[src/rtl/edo_dram_ctrl.sv]
module edo_dram_ctrl #(
  parameter int  ADDR_W            = 22,
  parameter int  DATA_W            = 4,
  parameter int  PIN_W             = 12,
  parameter bit  REFRESH_4K        = 1'b0,
  parameter int  CLK_PS            = 10000,
  parameter int  T_RC_PS           = 104000,
  parameter int  T_RAC_PS          = 60000,
  parameter int  T_CAC_PS          = 15000,
  parameter int  T_CAS_PS          = 10000,
  parameter int  REFRESH_WINDOW_NS = 64000000
) (
  input  logic              clk,
  input  logic              rst_n,
  input  logic              req,
  input  logic              req_we,
  input  logic [ADDR_W-1:0] req_addr,
  input  logic [DATA_W-1:0] req_wdata,
  output logic              ready,
  output logic              done,
  output logic [DATA_W-1:0] rdata,
  output logic [PIN_W-1:0]  dram_addr,
  output logic              dram_ras_n,
  output logic              dram_cas_n,
  output logic              dram_we_n,
  output logic              dram_oe_n,
  output logic [DATA_W-1:0] dram_dq_out,
  output logic              dram_dq_oe,
  input  logic [DATA_W-1:0] dram_dq_in
);

  localparam int ROW_W   = ADDR_W / 2 + (REFRESH_4K ? 1 : 0);
  localparam int COL_W   = ADDR_W - ROW_W;

  localparam int C_RC    = (T_RC_PS  + CLK_PS - 1) / CLK_PS;
  localparam int C_RAC   = (T_RAC_PS + CLK_PS - 1) / CLK_PS;
  localparam int C_CAC   = (T_CAC_PS + CLK_PS - 1) / CLK_PS;
  localparam int C_CAS   = (T_CAS_PS + CLK_PS - 1) / CLK_PS;

  localparam int C_CASW  = (C_CAC > C_CAS) ? C_CAC : C_CAS;
  localparam int C_RCD   = (C_RAC > C_CAC) ? C_RAC - C_CAC : 1;
  localparam int C_RREF  = (C_RAC > C_CASW) ? C_RAC : C_CASW;
  localparam int ACC_LOW = C_RCD + 1 + C_CASW;
  localparam int PRE_ACC = (C_RC > ACC_LOW + 1) ? C_RC - ACC_LOW - 1 : 1;
  localparam int PRE_REF = (C_RC > C_RREF + 1) ? C_RC - C_RREF - 1 : 1;

  localparam int CNT_MAX = (C_RC > C_RREF) ? C_RC : C_RREF;
  localparam int CNT_W   = $clog2(CNT_MAX + 1);

  localparam longint REF_DIV = (longint'(1) << ROW_W) * longint'(CLK_PS);
  localparam int REFI    = int'((longint'(REFRESH_WINDOW_NS) * 1000 + REF_DIV - 1) / REF_DIV);
  localparam int REFI_W  = $clog2(REFI + 1);

  typedef enum logic [2:0] {
    S_IDLE, S_ROW, S_COL, S_CAS, S_PRE, S_RCAS, S_RREF
  } state_t;

  state_t              state;
  logic [CNT_W-1:0]    cnt, lim;
  logic                last;
  logic                op_we, is_ref;
  logic [ADDR_W-1:0]   op_addr;
  logic [DATA_W-1:0]   op_data;
  logic [REFI_W-1:0]   ref_cnt;
  logic                ref_pend, ref_tick;

  always_comb begin
    case (state)
      S_ROW:   lim = CNT_W'(C_RCD);
      S_CAS:   lim = CNT_W'(C_CASW);
      S_PRE:   lim = is_ref ? CNT_W'(PRE_REF) : CNT_W'(PRE_ACC);
      S_RREF:  lim = CNT_W'(C_RREF);
      default: lim = CNT_W'(1);
    endcase
  end

  assign last     = (cnt == lim - CNT_W'(1));
  assign ref_tick = (ref_cnt == REFI_W'(REFI - 1));
  assign ready    = (state == S_IDLE) && !ref_pend;

  always_ff @(posedge clk) begin
    if (!rst_n) begin
      state    <= S_IDLE;
      cnt      <= '0;
      op_we    <= 1'b0;
      op_addr  <= '0;
      op_data  <= '0;
      is_ref   <= 1'b0;
      rdata    <= '0;
      done     <= 1'b0;
      ref_cnt  <= '0;
      ref_pend <= 1'b0;
    end else begin
      done    <= 1'b0;
      cnt     <= last ? '0 : cnt + CNT_W'(1);
      ref_cnt <= ref_tick ? '0 : ref_cnt + REFI_W'(1);
      if (state == S_IDLE && ref_pend) ref_pend <= 1'b0;
      if (ref_tick) ref_pend <= 1'b1;
      case (state)
        S_IDLE:
          if (ref_pend) begin
            state  <= S_RCAS;
            is_ref <= 1'b1;
          end else if (req) begin
            state   <= S_ROW;
            is_ref  <= 1'b0;
            op_we   <= req_we;
            op_addr <= req_addr;
            op_data <= req_wdata;
          end
        S_ROW:  if (last) state <= S_COL;
        S_COL:  state <= S_CAS;
        S_CAS:
          if (last) begin
            if (!op_we) rdata <= dram_dq_in;
            done  <= 1'b1;
            state <= S_PRE;
          end
        S_PRE:  if (last) state <= S_IDLE;
        S_RCAS: state <= S_RREF;
        S_RREF: if (last) state <= S_PRE;
        default: state <= S_IDLE;
      endcase
    end
  end

  logic col_phase;
  assign col_phase   = (state == S_COL) || (state == S_CAS);

  assign dram_ras_n  = !((state == S_ROW) || col_phase || (state == S_RREF));
  assign dram_cas_n  = !((state == S_CAS) || (state == S_RCAS) || (state == S_RREF));
  assign dram_we_n   = !(op_we && col_phase);
  assign dram_oe_n   = !(!op_we && state == S_CAS);
  assign dram_dq_oe  = op_we && col_phase;
  assign dram_dq_out = op_data;

  assign dram_addr = (state == S_ROW) ? PIN_W'(op_addr[ADDR_W-1:COL_W]) :
                     col_phase        ? PIN_W'(op_addr[COL_W-1:0])      : '0;

endmodule

[config.mk]
export PLATFORM = sky130hd
export DESIGN_NAME = edo_dram_ctrl
export DESIGN_NICKNAME = d
export VERILOG_FILES = /design/src/rtl/edo_dram_ctrl.sv
export SDC_FILE = /design/constraint.sdc
export NUM_CORES = 1
export LEC_CHECK = 0
export ABC_AREA = 1
export BUFFER_PORTS_ARGS = -buffer_cell sky130_fd_sc_hd__buf_4
export CAP_MARGIN = 5
export CORE_MARGIN = 4
export CORE_UTILIZATION = 40
export CTS_BUF_LIST = sky130_fd_sc_hd__clkbuf_8
export DETAILED_ROUTE_END_ITERATION = 7
export HOLD_SLACK_MARGIN = 0.03
export PLACE_DENSITY_LB_ADDON = 0.12
export SLEW_MARGIN = 20
export SYNTH_ARGS = -nofsm -noshare
export SYNTH_HDL_FRONTEND = slang
export SYNTH_SLANG_ARGS = --single-unit
export TNS_END_PERCENT = 50
[constraint.sdc]
create_clock -name clk -period 2 [get_ports clk]
set_clock_uncertainty 0.2 [all_clocks]
set_input_delay 0.2 -clock clk [delete_from_list [all_inputs] [get_ports clk]]
set_output_delay 0.2 -clock clk [all_outputs]
set_load 0.1 [all_outputs]
==> results.sh <==
export IMPL_cts_tree="built"
export IMPL_syn_area_per_cell_um2=7.57
export IMPL_dp_slack_ns=-0.0858
export IMPL_io_buffer_count=59
export IMPL_grt_pass1_wl_um=10600
export IMPL_io_pins=61
export IMPL_yosys_area_top_type_share_pct=44.2
export IMPL_ys_flop_type="dfxtp_1"
export IMPL_critPathLaunch="state[2]"
export IMPL_critPathCapture="rdata[0]"
export IMPL_cts_buffer_depth=2
export IMPL_grtUsageTotal_pct=17.9
export IMPL_wl_per_cell_um=13.0
export IMPL_clkSinkCount=53
export IMPL_async_flop_share_pct=0
export IMPL_drive_gt1_share_pct=35.1
export IMPL_final_max_slew_viol_count=0
export IMPL_ys_warn_count=0
export IMPL_gr_total_overflow=0
export IMPL_synthXorXnorAreaFrac_pct=2.55
export IMPL_r2r_end="rdata[0]"
export IMPL_fin_crit_ns=2.02
export IMPL_ys_ff_latch=53
export IMPL_fillers=491
export IMPL_fmax_mhz=495
export IMPL_syn_nets=355
export IMPL_status="complete, but fails checks"
export IMPL_coreArea_mm2=0.00568
export IMPL_grt_max_degree=27
export IMPL_syn2layout_area_growth_pct=58.8
export IMPL_vias=2423
export IMPL_swShare_pct=43.0
export IMPL_netlist_top_cells_count="77 x nor2_1, 53 x dfxtp_1, 29 x inv_1, 27 x nand2_1, 24 x o21ai_0"
export IMPL_muxShareOfSynthArea_pct=0
export IMPL_multi_input_area_mm2=0.00129
export IMPL_synth_adder_area_share_pct=2.09
export IMPL_grt_setup_unrepaired="yes"
export IMPL_min_delay_path_class="input port to flop"
export IMPL_leakagePower_uw=0.00166
export IMPL_yosys_top_cells_area="dfxtp_1 44%, nor2_1 12%, o21ai_0 5.0%, a32o_1 4.6%, inv_1 4.5%"
export IMPL_cts_root_buffer="clkbuf_8"
export IMPL_cts_htree_levels=2
export IMPL_drt_iter0_markers=65
export IMPL_grtUsageMet2_pct=31.1
export IMPL_start_util_pct=42.3
export IMPL_critical_path_endpoint_type="flop"
export IMPL_start_kind="flop"
export IMPL_p_sw_uw=1610
export IMPL_drcViolationCount=0
export IMPL_diodes=0
export IMPL_synth_compound_area_share_pct=14.9
export IMPL_synth_seq_area_share_pct=44.2
export IMPL_antenna_found_initial=0
export IMPL_crit_fanout=5
export IMPL_setup_slack_ns=-0.0209
export IMPL_grt_most_used_layer="met2"
export IMPL_synthSimpleGateAreaFrac_pct=27.8
export IMPL_viasPerCell=4.88
export IMPL_std_cell_rows=27
export IMPL_reg2reg_from="state[2]"
export IMPL_combPwrFrac_pct=49.1
export IMPL_tns_ns=-0.0801
export IMPL_grt_pass1_vias=2308
export IMPL_synth_top_family_by_area="simple AND/OR/NAND/NOR gates"
export IMPL_seq_area_mm2=0.00107
export IMPL_power_density_mw_per_mm2=986
export IMPL_critPathRequiredTime_ns=2.00
export IMPL_die_h_um=85.5
export IMPL_cp_data_arrival_time_ns=2.02
export IMPL_cts_buffers=5
export IMPL_r2r_cells=16
export IMPL_clk_pin_slew_ns=0.09
export IMPL_path_class="flop to flop"
export IMPL_power_uw=3760
export IMPL_fin_util_pct=67.1
export IMPL_insertion_delay_ns=0.30
export IMPL_setup_viol=4
export IMPL_maxCapViolations=0
export IMPL_drt_total_wl_um=6480
export IMPL_internal_power_uw=2140
export IMPL_synth_area_mm2=0.00240
export IMPL_synth_cell_types=31
export IMPL_die_area_mm2=0.00730
export IMPL_final_hold_violation_count=0
export IMPL_place_congestion=0.812
export IMPL_yosysMostFrequentCell="nor2_1"
export IMPL_whs_ns=0.0903
export IMPL_synth_cells=317
export IMPL_place_hpwl_um=4200
export IMPL_ant_nets=0
export IMPL_fin_crit_sh_pct=101
export IMPL_seqPwrFrac_pct=34.7
export IMPL_clkPwrFrac_pct=16.2
export IMPL_violations="setup timing"
export IMPL_peakVddDrop_mv=0.553
export IMPL_yosysTopAreaCell="dfxtp_1"
export IMPL_synth_edf_count=0
export IMPL_grtUsageMet3_pct=3.40
export IMPL_dr_pass1_iters=4
export IMPL_reg2reg_slack_ns=-0.02
export IMPL_nets=463
export IMPL_chipWidth_um=85.5
export IMPL_use_met1_pct=22.2
==> sequential cells by signal, summed over array words and instances (netlist names), 3 cells and up <==
signal       count
cnt              4
dram_dq_out      4
op_addr         22
rdata            4
ref_cnt         12
state            3
==> worst max-delay path: stages, from the launching register on <==
cell and delay (ns):
dfxtp_4 0.38, inv_6 0.08, nand2_8 0.06, a21oi_4 0.17
a21oi_2 0.06, ha_4 0.17, inv_2 0.04, nand2_2 0.04
nand2_2 0.06, inv_1 0.04, nand2_1 0.06, nand2_2 0.07
nand3_4 0.12, nor2_4 0.06, or2_1 0.20, inv_1 0.06
nor2_2 0.03
==> worst min-delay path by stage <==
stage / start / depth (start not counted) / endpoint / slack (ns)
after global placement: req_addr[7] / 3 / op_addr[7] / 0.23
final: req / 4 / is_ref / 0.09
after CTS: req / 4 / is_ref / 0.08
after floorplan: rst_n / 2 / op_we / 0.14
after detailed placement: req_addr[4] / 3 / op_addr[4] / 0.24
after global routing: req / 4 / is_ref / 0.1
==> per-layer routing <==
metal | vias to the layer above | share of wire, %
met2 | 52 | 50
met4 | 0 | 1.1
met1 | 1120 | 45
met5 | - | 0
met3 | 6 | 4.2
li1 | 1245 | -
==> layout make-up <==
class / count / area share [%]
multi-input cells: 219 / 34.0
repair buffers: 114 / 29.8
flip-flops and latches: 53 / 28.1
inverters: 32 / 3.51
well taps: 72 / 2.36
clock buffers: 6 / 2.17
clock inverters: 1 / 0.0985
==> metrics by stage <==
stage	cells	instance area [um2]
3_5_place_dp	454	3080
4_1_cts	496	3670
2_1_floorplan	317	2480
3_3_place_gp	454	3080
6_report	497	3810
5_1_grt	497	3810
==> power by group through the flow <==
stage | sequential (uW) | combinational, uW | clock, uW
after floorplan | 1420 | 1070 | 0
after global placement | 1310 | 1520 | 0
after global routing | 1320 | 1970 | 674
after detailed placement | 1310 | 1530 | 0
final | 1300 | 1840 | 610
after CTS | 1290 | 1740 | 627
==> cell usage in the layout, fill, tap and decap left out, drive strengths merged, types with 4 or more instances in the layout <==
cell / count
nor2: 85
buf: 82
dfxtp: 53
nand2: 35
o21ai: 34
dlygate4sd3: 32
inv: 32
nand3: 15
a32o: 11
a21oi: 11
clkbuf: 6
nor3: 6
or2: 4
xnor2: 4
ha: 4
==> repair_timing <==
item,in CTS,in global routing
buffers inserted,1,1
hold buffers,32,0
endpoints found under the hold margin,31,0
pin swaps,9,7
cloned,2,0
resized for setup,45,34
endpoints found under the setup margin,19,23
==> logic make-up (layout without fill, tap and decap cells) <==
family / count (synthesis) / count (layout)
and+or+nand+nor: 148 / 148
AOI/OAI and AO/OA: 59 / 59
DFF: 53 / 53
buffers and inverters: 45 / 153
xor gates and xnor gates: 7 / 7
adders and majority gates: 4 / 4
other: 1 / 1
(Power assumes the default switching activity.)
